--- config.mk ---
export PLATFORM = sky130hd
export DESIGN_NAME = opnd_src_resolver
export DESIGN_NICKNAME = d
export VERILOG_FILES = /design/src/rtl/opnd_src_pkg.sv /design/src/rtl/opnd_src_classify.sv /design/src/rtl/opnd_src_literal.sv /design/src/rtl/opnd_src_resolver.sv
export SDC_FILE = /design/constraint.sdc
export NUM_CORES = 1
export LEC_CHECK = 0
export ABC_CLOCK_PERIOD_IN_PS = 3180
export BUFFER_PORTS_ARGS = -buffer_cell sky130_fd_sc_hd__buf_2
export CAP_MARGIN = 20
export CORE_ASPECT_RATIO = 0.8
export CORE_MARGIN = 4
export CORE_UTILIZATION = 30
export DETAILED_ROUTE_END_ITERATION = 10
export PLACE_DENSITY = 0.57
export SYNTH_ARGS = -nofsm -noshare
export SYNTH_HDL_FRONTEND = slang
export SYNTH_SLANG_ARGS = --single-unit
--- constraint.sdc ---
create_clock -name clk -period 3.18 [get_ports clk]
set_input_delay 0.159 -clock clk [delete_from_list [all_inputs] [get_ports clk]]
set_output_delay 0.159 -clock clk [all_outputs]
set_load 0.005 [all_outputs]
--- src/rtl/opnd_src_pkg.sv ---
package opnd_src_pkg;

    typedef enum logic [2:0] {
        K_ROT   = 3'd0,
        K_WIN   = 3'd1,
        K_GLB   = 3'd2,
        K_CONST = 3'd3,
        K_LIT   = 3'd4,
        K_BAD   = 3'd7
    } opnd_kind_e;

    typedef enum logic [2:0] {
        C_REG,
        C_CONST,
        C_HALF_LO,
        C_HALF_HI,
        C_WORD,
        C_PAIR,
        C_BAD
    } opnd_class_e;

    typedef enum logic {
        ST_IDLE,
        ST_SHOW
    } out_state_e;

endpackage

--- src/rtl/opnd_src_classify.sv ---
module opnd_src_classify
    import opnd_src_pkg::*;
#(
    parameter int CODE_W = 8,
    parameter int IDX_W  = 7,
    parameter int SEL_W  = 2
) (
    input  logic [CODE_W-1:0] code,
    output opnd_class_e       cls,
    output opnd_kind_e        kind,
    output logic [IDX_W-1:0]  idx,
    output logic [SEL_W-1:0]  wsel
);

    always_comb begin
        cls  = C_BAD;
        kind = K_BAD;
        idx  = '0;
        wsel = '0;
        unique casez (code)
            8'b0???????: begin
                cls  = C_REG;
                kind = K_ROT;
                idx  = code[6:0];
            end
            8'b10??????: begin
                cls  = C_REG;
                kind = K_WIN;
                idx  = {1'b0, code[5:0]};
            end
            8'b111?????: begin
                cls  = C_REG;
                kind = K_GLB;
                idx  = {2'b00, code[4:0]};
            end
            8'b1100????: begin
                cls  = C_CONST;
                kind = K_CONST;
            end
            8'b1101000?: begin
                cls  = C_HALF_LO;
                kind = K_LIT;
                wsel = {1'b0, code[0]};
            end
            8'b1101010?: begin
                cls  = C_HALF_HI;
                kind = K_LIT;
                wsel = {1'b0, code[0]};
            end
            8'b110110??: begin
                cls  = C_WORD;
                kind = K_LIT;
                wsel = code[1:0];
            end
            8'b110111??: begin
                if (code[1:0] != 2'b11) begin
                    cls  = C_PAIR;
                    kind = K_LIT;
                    wsel = code[1:0];
                end
            end
            default: begin
                cls  = C_BAD;
                kind = K_BAD;
            end
        endcase
    end

endmodule

--- src/rtl/opnd_src_literal.sv ---
module opnd_src_literal
    import opnd_src_pkg::*;
#(
    parameter int WORD_W    = 32,
    parameter int LIT_WORDS = 4,
    parameter int SEL_W     = 2
) (
    input  opnd_class_e                  cls,
    input  logic [SEL_W-1:0]             wsel,
    input  logic [LIT_WORDS*WORD_W-1:0]  lit_words,
    input  logic [LIT_WORDS-1:0]         lit_ok,
    output logic [2*WORD_W-1:0]          val,
    output logic                         miss
);

    localparam int DATA_W = 2 * WORD_W;
    localparam int HALF_W = WORD_W / 2;

    logic [WORD_W-1:0] words  [LIT_WORDS];
    logic [DATA_W-1:0] lo_ext [LIT_WORDS];
    logic [DATA_W-1:0] hi_ext [LIT_WORDS];
    logic [SEL_W-1:0]  upper;

    for (genvar g = 0; g < LIT_WORDS; g++) begin : g_word
        assign words[g]  = lit_words[g*WORD_W +: WORD_W];
        assign lo_ext[g] = {{(DATA_W-HALF_W){words[g][HALF_W-1]}}, words[g][HALF_W-1:0]};
        assign hi_ext[g] = {{(DATA_W-HALF_W){words[g][WORD_W-1]}}, words[g][WORD_W-1:HALF_W]};
    end

    assign upper = wsel + SEL_W'(1);

    always_comb begin
        val  = '0;
        miss = 1'b0;
        unique case (cls)
            C_HALF_LO: begin
                miss = !lit_ok[wsel];
                val  = lo_ext[wsel];
            end
            C_HALF_HI: begin
                miss = !lit_ok[wsel];
                val  = hi_ext[wsel];
            end
            C_WORD: begin
                miss = !lit_ok[wsel];
                val  = {{(DATA_W-WORD_W){1'b0}}, words[wsel]};
            end
            C_PAIR: begin
                miss = !(lit_ok[wsel] && lit_ok[upper]);
                val  = {words[upper], words[wsel]};
            end
            default: begin
                val  = '0;
                miss = 1'b0;
            end
        endcase
        if (miss) begin
            val = '0;
        end
    end

endmodule

--- src/rtl/opnd_src_resolver.sv ---
module opnd_src_resolver
    import opnd_src_pkg::*;
#(
    parameter int WORD_W    = 32,
    parameter int LIT_WORDS = 4,
    parameter int CODE_W    = 8,
    parameter int IDX_W     = 7
) (
    input  logic                         clk,
    input  logic                         rst_n,
    input  logic                         in_valid,
    input  logic [CODE_W-1:0]            src_code,
    input  logic [LIT_WORDS*WORD_W-1:0]  lit_words,
    input  logic [LIT_WORDS-1:0]         lit_ok,
    output logic                         rf_rd_en,
    output logic [2:0]                   rf_rd_kind,
    output logic [IDX_W-1:0]             rf_rd_idx,
    input  logic [2*WORD_W-1:0]          rf_rd_data,
    output logic                         out_valid,
    output logic [2*WORD_W-1:0]          out_data,
    output logic [2:0]                   out_kind,
    output logic [IDX_W-1:0]             out_idx,
    output logic                         out_err
);

    localparam int DATA_W = 2 * WORD_W;
    localparam int SEL_W  = $clog2(LIT_WORDS);
    localparam int CONST_W = 4;

    opnd_class_e      cls;
    opnd_kind_e       kind;
    logic [IDX_W-1:0] idx;
    logic [SEL_W-1:0] wsel;
    logic [DATA_W-1:0] lit_val;
    logic             lit_miss;

    opnd_src_classify #(
        .CODE_W (CODE_W),
        .IDX_W  (IDX_W),
        .SEL_W  (SEL_W)
    ) u_classify (
        .code (src_code),
        .cls  (cls),
        .kind (kind),
        .idx  (idx),
        .wsel (wsel)
    );

    opnd_src_literal #(
        .WORD_W    (WORD_W),
        .LIT_WORDS (LIT_WORDS),
        .SEL_W     (SEL_W)
    ) u_literal (
        .cls       (cls),
        .wsel      (wsel),
        .lit_words (lit_words),
        .lit_ok    (lit_ok),
        .val       (lit_val),
        .miss      (lit_miss)
    );

    // Register-file request in the strobe cycle.
    assign rf_rd_en   = in_valid && (cls == C_REG);
    assign rf_rd_kind = kind;
    assign rf_rd_idx  = idx;

    // Next result.
    logic              nxt_err;
    logic [DATA_W-1:0] nxt_data;
    opnd_kind_e        nxt_kind;
    logic [IDX_W-1:0]  nxt_idx;

    always_comb begin
        nxt_err  = 1'b0;
        nxt_data = '0;
        nxt_idx  = '0;
        unique case (cls)
            C_REG: begin
                nxt_data = rf_rd_data;
                nxt_idx  = idx;
            end
            C_CONST: nxt_data = {{(DATA_W-CONST_W){1'b0}}, src_code[CONST_W-1:0]};
            C_HALF_LO, C_HALF_HI, C_WORD, C_PAIR: begin
                nxt_err  = lit_miss;
                nxt_data = lit_val;
            end
            default: nxt_err = 1'b1;
        endcase
        nxt_kind = nxt_err ? K_BAD : kind;
    end

    // Output state machine.
    out_state_e state_q, state_d;

    always_comb begin
        unique case (state_q)
            ST_IDLE: state_d = in_valid ? ST_SHOW : ST_IDLE;
            ST_SHOW: state_d = in_valid ? ST_SHOW : ST_IDLE;
            default: state_d = ST_IDLE;
        endcase
    end

    always_ff @(posedge clk) begin
        if (!rst_n) begin
            state_q <= ST_IDLE;
        end else begin
            state_q <= state_d;
        end
    end

    always_ff @(posedge clk) begin
        if (!rst_n) begin
            out_data <= '0;
            out_kind <= 3'(K_BAD);
            out_idx  <= '0;
            out_err  <= 1'b0;
        end else if (in_valid) begin
            out_data <= nxt_data;
            out_kind <= nxt_kind;
            out_idx  <= nxt_idx;
            out_err  <= nxt_err;
        end
    end

    assign out_valid = (state_q == ST_SHOW);

endmodule

Word level (Yosys, flattened, before mapping)
Index checks and enable logic that the tools add are counted.
{"block": "totals", "register_bits": 76, "inputBits": 207, "output_inout_bits": 87, "elab_cells": 68}
{"block": "op_classes", "addsub": 1, "n_lt_le_gt_ge": 4, "eq_ne": 13, "muxes": 31, "n_bitwise": 3, "n_reduce_logical": 11}
{"operator": "$mux W64", "n": 5}
{"operator": "$bmux W64 S2", "n": 2}
{"operator": "$pmux W64 S4", "n": 1}
{"operator": "$pmux W64 S3", "n": 1}
{"operator": "$bmux W32 S2", "n": 2}
{"operator": "$mux W32", "n": 4}
{"operator": "$pmux W3 S6", "n": 2}
{"operator": "$pmux W7 S3", "n": 1}
{"operator": "$eq A7 B7 Y1 const B", "n": 2}
{"operator": "$eq A6 B6 Y1 const B", "n": 2}
{"operator": "$eq A3 B3 Y1 const B", "n": 3}
{"operator": "$reduce_or A3 Y1", "n": 3}
{"operator": "$mux W7", "n": 1}
{"operator": "$eq A3 B2 Y1 const B", "n": 2}
{"operator": "$ge A3 B3 Y1 const B", "n": 2}
{"operator": "$lt A2 B3 Y1 const B", "n": 2}
{"operator": "$mux W2", "n": 3}
{"operator": "$not A2 Y3", "n": 2}
{"operator": "$pmux W2 S3", "n": 1}
{"operator": "$bmux W1 S2", "n": 2}
{"operator": "$eq A4 B4 Y1 const B", "n": 1}
{"operator": "$pmux W1 S2", "n": 2}
{"operator": "$reduce_or A2 Y1", "n": 2}
{"operator": "$reduce_or A4 Y1", "n": 1}
{"operator": "10 further kinds", "n": 14}

Logic depth before layout (Yosys ltp)
{"block": "depth", "depth_word": 11, "ltp_mapped": 10, "depth_no_buf": 7}

By module
Synthesis repeated with hierarchy kept, for this count alone.
{"block": "unflattened", "hier_cells": 650, "hier_area_um2": 6453.7}
{"mod": "opnd_src_resolver", "n_inst": 1, "cells_per_inst": 361, "area_each_um2": 3786.1, "seq_area_each_um2": 1521.5}
{"mod": "opnd_src_literal", "n_inst": 1, "cells_per_inst": 259, "area_each_um2": 2481.1, "seq_area_each_um2": 0.0}
{"mod": "opnd_src_classify", "n_inst": 1, "cells_per_inst": 30, "area_each_um2": 186.4, "seq_area_each_um2": 0.0}

Worst setup path before layout
OpenSTA, ideal clock, no wires.
{"block": "synth_path", "path_type": "input port to flip-flop", "start": "in src_code[0]", "end": "reg out_data[43]", "setup_time_ns": 0.133, "arrival_time_ns": 1.667, "required_time_ns": 3.047, "path_slack_ns": 1.380, "path_stages": 8, "cell_sequence": "buf_2 > a21bo_2 > nor2_2 > mux2i_1 > a211oi_2 > a22oi_2 > clkbuf_1 > a21oi_1"}
{"block": "synth_via", "elab_chain_cells": 11, "word_cells_on_any_way": 36, "cone_classes": "1 x add/sub; 6 x eq/ne; 21 x mux; 2 x bitwise; 6 x reduce/logical"}
{"element": "start: declaration", "line_no": "opnd_src_resolver.sv:12", "rtl": "input logic [CODE_W-1:0] src_code,"}
{"element": "$ne A2 B2 Y1", "line_no": "opnd_src_classify.sv:56", "rtl": "if (code[1:0] != 2'b11) begin"}
{"element": "$mux W2", "line_no": "opnd_src_classify.sv:56"}
{"element": "$pmux W2 S3", "line_no": "opnd_src_classify.sv:20", "rtl": "unique casez (code)"}
{"element": "$add A2 B1 Y2", "line_no": "opnd_src_literal.sv:30", "rtl": "assign upper = wsel + SEL_W'(1);"}
{"element": "$not A2 Y3 (implied by the code) or $bmux W1 S2 (tied branches)", "line_no": "opnd_src_literal.sv:50, opnd_src_literal.sv:49"}
{"element": "$bmux W32 S2 or $mux W1 (tied branches)", "line_no": "opnd_src_literal.sv:50, opnd_src_literal.sv:49"}
{"element": "$mux W32 (implied by the code) or $logic_and A1 B1 Y1 (tied branches)", "line_no": "opnd_src_literal.sv:50, opnd_src_literal.sv:49"}
{"element": "$mux W32 (implied by the code) or $logic_not A1 Y1 (tied branches)", "line_no": "opnd_src_literal.sv:50, opnd_src_literal.sv:49"}
{"element": "$pmux W64 S4 or $pmux W1 S2 (tied branches)", "line_no": "opnd_src_literal.sv:35", "rtl": "unique case (cls)"}
{"element": "$mux W64", "line_no": "opnd_src_literal.sv:57", "rtl": "if (miss) begin"}
{"element": "$pmux W64 S3 *", "line_no": "opnd_src_resolver.sv:77", "rtl": "unique case (cls)"}
{"element": "end signal: assignment", "line_no": "opnd_src_resolver.sv:118", "rtl": "out_data <= nxt_data;"}
{"element": "end: declaration", "line_no": "opnd_src_resolver.sv:20", "rtl": "output logic [2*WORD_W-1:0] out_data,"}
Every way passes the cells marked *; elsewhere a longest branch is shown, timed or not. The select of a mux whose other input is x is not followed.
A chain may end at the register's enable or synchronous reset.

Worst setup path in the final report
{"block": "layout_path", "start": "in src_code[5]", "end": "reg out_data[1]"}
{"block": "layout_via", "elab_chain_cells": 11, "word_cells_on_any_way": 40, "cone_classes": "1 x add/sub; 11 x eq/ne; 19 x mux; 1 x bitwise; 8 x reduce/logical"}
{"element": "$eq A7 B7 Y1", "line_no": "opnd_src_classify.sv:20"}
{"element": "$reduce_or A2 Y1 (no source line)"}
{"element": "$pmux W2 S3", "line_no": "opnd_src_classify.sv:20"}
{"element": "$add A2 B1 Y2", "line_no": "opnd_src_literal.sv:30"}
{"element": "$bmux W1 S2", "line_no": "opnd_src_literal.sv:49", "rtl": "miss = !(lit_ok[wsel] && lit_ok[upper]);"}
{"element": "$mux W1 (implied by the code)", "line_no": "opnd_src_literal.sv:49"}
{"element": "$logic_and A1 B1 Y1", "line_no": "opnd_src_literal.sv:49"}
{"element": "$logic_not A1 Y1", "line_no": "opnd_src_literal.sv:49"}
{"element": "$pmux W1 S2", "line_no": "opnd_src_literal.sv:35"}
{"element": "$mux W64", "line_no": "opnd_src_literal.sv:57"}
{"element": "$pmux W64 S3 *", "line_no": "opnd_src_resolver.sv:77"}
Marked as above.

==> results.md <==
* Post-synth EDFFs at 0
* Routed len/inst at 21.8 µm
* CP required at 3.39 ns
* Pin count of the biggest net entering global routing at 65
* Htree depth at 3
* Worst-skew pair later-pin latency at 0.34 ns
* Internal power at 1.90 mW
* Fmax at 0.432 GHz
* PwrDens at 339 nW/µm²
* Status: completed
* Commonest cells after routing, fill and taps aside: 292 x buf_2, 134 x nor2_1, 93 x a21oi_1
* Post-synthesis sequential area ratio at 24.5%
* Vias in the first global route at 7,344
* Grt ovf at 0
* ANT nets after route at 0
* Drt total wl at 29,700 µm
* CTS buffer count at 9
* Sw frac at 31.4%
* Residual DRC at 0
* Clock power share at 39.9%
* Hold slack at 0.202 ns
* Asr flop ratio synth at 0%
* Final hold vios at 0
* Slowest CP cell: or2_2
* Layout cell share with drive strength beyond 1 at 35.1%
* Gr usage total at 24.3%
* 1st-iter DRT viols at 588
* Drt pass-1 iters at 5
* Port Buffers at 293
* Final Critical Period at 2.32 ns
* Met1 WL at 12,800 µm
* Unrepaired setup endpoints after global routing: false
* HP Class: in2reg
* Core area at 20,100 µm²
* Rows at 46
* Met2 WL at 13,200 µm
* Reg area at 1520 µm²
* Final cycle utilization of the critical path at 72.8%
* Synth warn at 0
* Critical R2R Launch: out_data[10]
* Combinational power share at 23.9%
* Sw Pwr at 0.871 mW
* Cells after synthesis at 849
* Leakage at 3.62 nW
* Via/cell ratio at 5.60
* Syn nets at 1,056
* Relative slew slack at 33.8%
* RR Endpoint: out_data[10]
* Skew final at 0 ns
* VDD IR max at 0.000205 V
* Min-delay src: src_code[7]
* Clk slew on worst S/H paths at 0.07 ns
* Seq pwr share at 36.2%
* Synthesized area per cell at 7.31 µm²
* Commonest non-fill, non-tap cell in the layout: buf_2
* GP Congestion at 0.843
* Sink Count at 76
* Initial Util at 30.9%
* Die width at 169 µm
* Fin area at 8180 µm²
* WL met3 at 3050 µm
* Count of different cell masters after synthesis at 51
* CTS tree: built
* Multi-input logic area at 4300 µm²
* CP startpoint: src_code[5]
* Layout area overhead at 31.7%
* Initial antenna violation count at 6
* Placed Area at 7850 µm²
* CP peak stage delay at 0.56 ns
* Reg2reg path depth at 5
* Max Cap Viol at 0
* Die Area at 23,100 µm²
* Mapped cell area at 6210 µm²
* CTS root buffer: clkbuf_16
* Cts hold-fix bufs at 0
* Worst path bufs/invs at 3
* Placed wire-length estimate at 21,700 µm
* Setup crit end: out_data[1]
* Critical Path Sink Type: flop
* Slew Limit Fails at 0
* Filler cells at 2,147
* TNS Setup at 0 ns
* Startpoint types: input pin
* CP Class: in2reg
* Largest delay share family, worst path: simple AND/OR/NAND/NOR gates
* Post-cts sizing count at 0
* CP max FO at 16
* Worst-margin pin slew at 0.991 ns
* Flops & latches, synth at 76
* Worst-path cell chain: buf_2, nand4b_2, inv_2, nand4_1, a211oi_2, or2_2, buf_12, o31ai_1
* Final #Nets at 1,301
* Final setup fails at 0
* Vias at 7,643
* Post-CTS Setup Bufs at 0
* Chip height at 137 µm
* R2R Setup Slk at 1.96 ns
* Clk buf depth at 2
* First-pass GRT wire length at 43,200 µm
* CP arrival at 2.53 ns
* Place WS at 0.557 ns
* Final worst slack at 0.865 ns
* Critical path depth at 8
* Highest routing layer actually used: met5
* # IOs at 294
* Post-synth top flop: dfxtp_1
## registers in the layout (all words and copies together), names as in the netlist
register,flops
out_kind,3
out_valid,1
out_data,64
out_idx,7
out_err,1
## Yosys cell counts, types with 15 or more instances
cell / instances / share of area [%]
dfxtp_1: 76 / 25
nor2b_1: 64 / 6.5
nand2_1: 49 / 3.0
nor2_1: 134 / 8.1
a221oi_2: 15 / 3.6
nand3_1: 49 / 4.0
a21oi_1: 94 / 7.6
o221ai_1: 46 / 6.5
o21ai_0: 31 / 2.5
mux2_2: 15 / 2.7
clkbuf_1: 46 / 2.8
a21o_1: 35 / 4.2
nor4_1: 29 / 2.9
buf_2: 20 / 1.6
mux2i_1: 33 / 5.3
## metrics by stage
step	std cells	power (mW)	utilization [%]
after CTS	1362	2.80	40.6
after global placement	1346	1.68	39.1
final	1364	2.78	40.7
after global routing	1364	2.90	40.7
after detailed placement	1346	1.68	39.1
after floorplan	849	1.36	-
## routing by layer
| metal | up-vias | global-route usage, % |
|---|---|---|
| met1 | 3558 | 31.9 |
| met2 | 410 | 38.8 |
| met3 | 51 | 7.51 |
| met4 | 10 | 6.62 |
| met5 | - | 0 |
| li1 | 3614 | - |
## power groups by stage
stage | Combinational (mW) | Sequential, mW | Clock [mW]
after floorplan | 0.331 | 1.03 | 0
after global routing | 0.722 | 1.01 | 1.17
after CTS | 0.659 | 1.01 | 1.14
after detailed placement | 0.656 | 1.03 | 0
final | 0.663 | 1.01 | 1.11
after global placement | 0.655 | 1.03 | 0
## worst min path at each step
stage / to / slack [ns] / depth (start not counted)
finish: out_kind[0] / 0.20 / 3
global route: out_data[14] / 0.20 / 3
CTS: out_kind[0] / 0.18 / 3
detailed placement: out_kind[2] / 0.46 / 2
global placement: out_kind[2] / 0.47 / 2
floorplan: out_kind[1] / 0.35 / 2
## worst register-to-register path: cells and delay by family, from the launching register on
family,cells,cell delay (ns)
AND/OR/NAND/NOR,1,0.13
AO/OA/AOI/OAI,4,0.66
flip-flops,1,0.31
## cells by family after synthesis
| group | after synthesis | share of synthesized area (%) |
|---|---|---|
| AND/OR/NAND/NOR | 364 | 28.7 |
| multiplexers | 48 | 8.04 |
| AO/OA/AOI/OAI | 274 | 32.1 |
| buffers and inverters | 87 | 6.69 |
| flip-flops | 76 | 24.5 |
## cell type report
| class | count | share of cell area [%] |
|---|---|---|
| Antenna cell | 1 | 0.0306 |
| Inverter | 8 | 0.367 |
| Clock inverter | 5 | 0.734 |
| Tap cell | 264 | 4.04 |
| Sequential cell | 76 | 18.6 |
| Clock buffer | 11 | 2.97 |
| Timing Repair Buffer | 313 | 20.7 |
| Multi-Input combinational cell | 686 | 52.6 |
No activity file was read; power rests on OpenSTA's default activity.
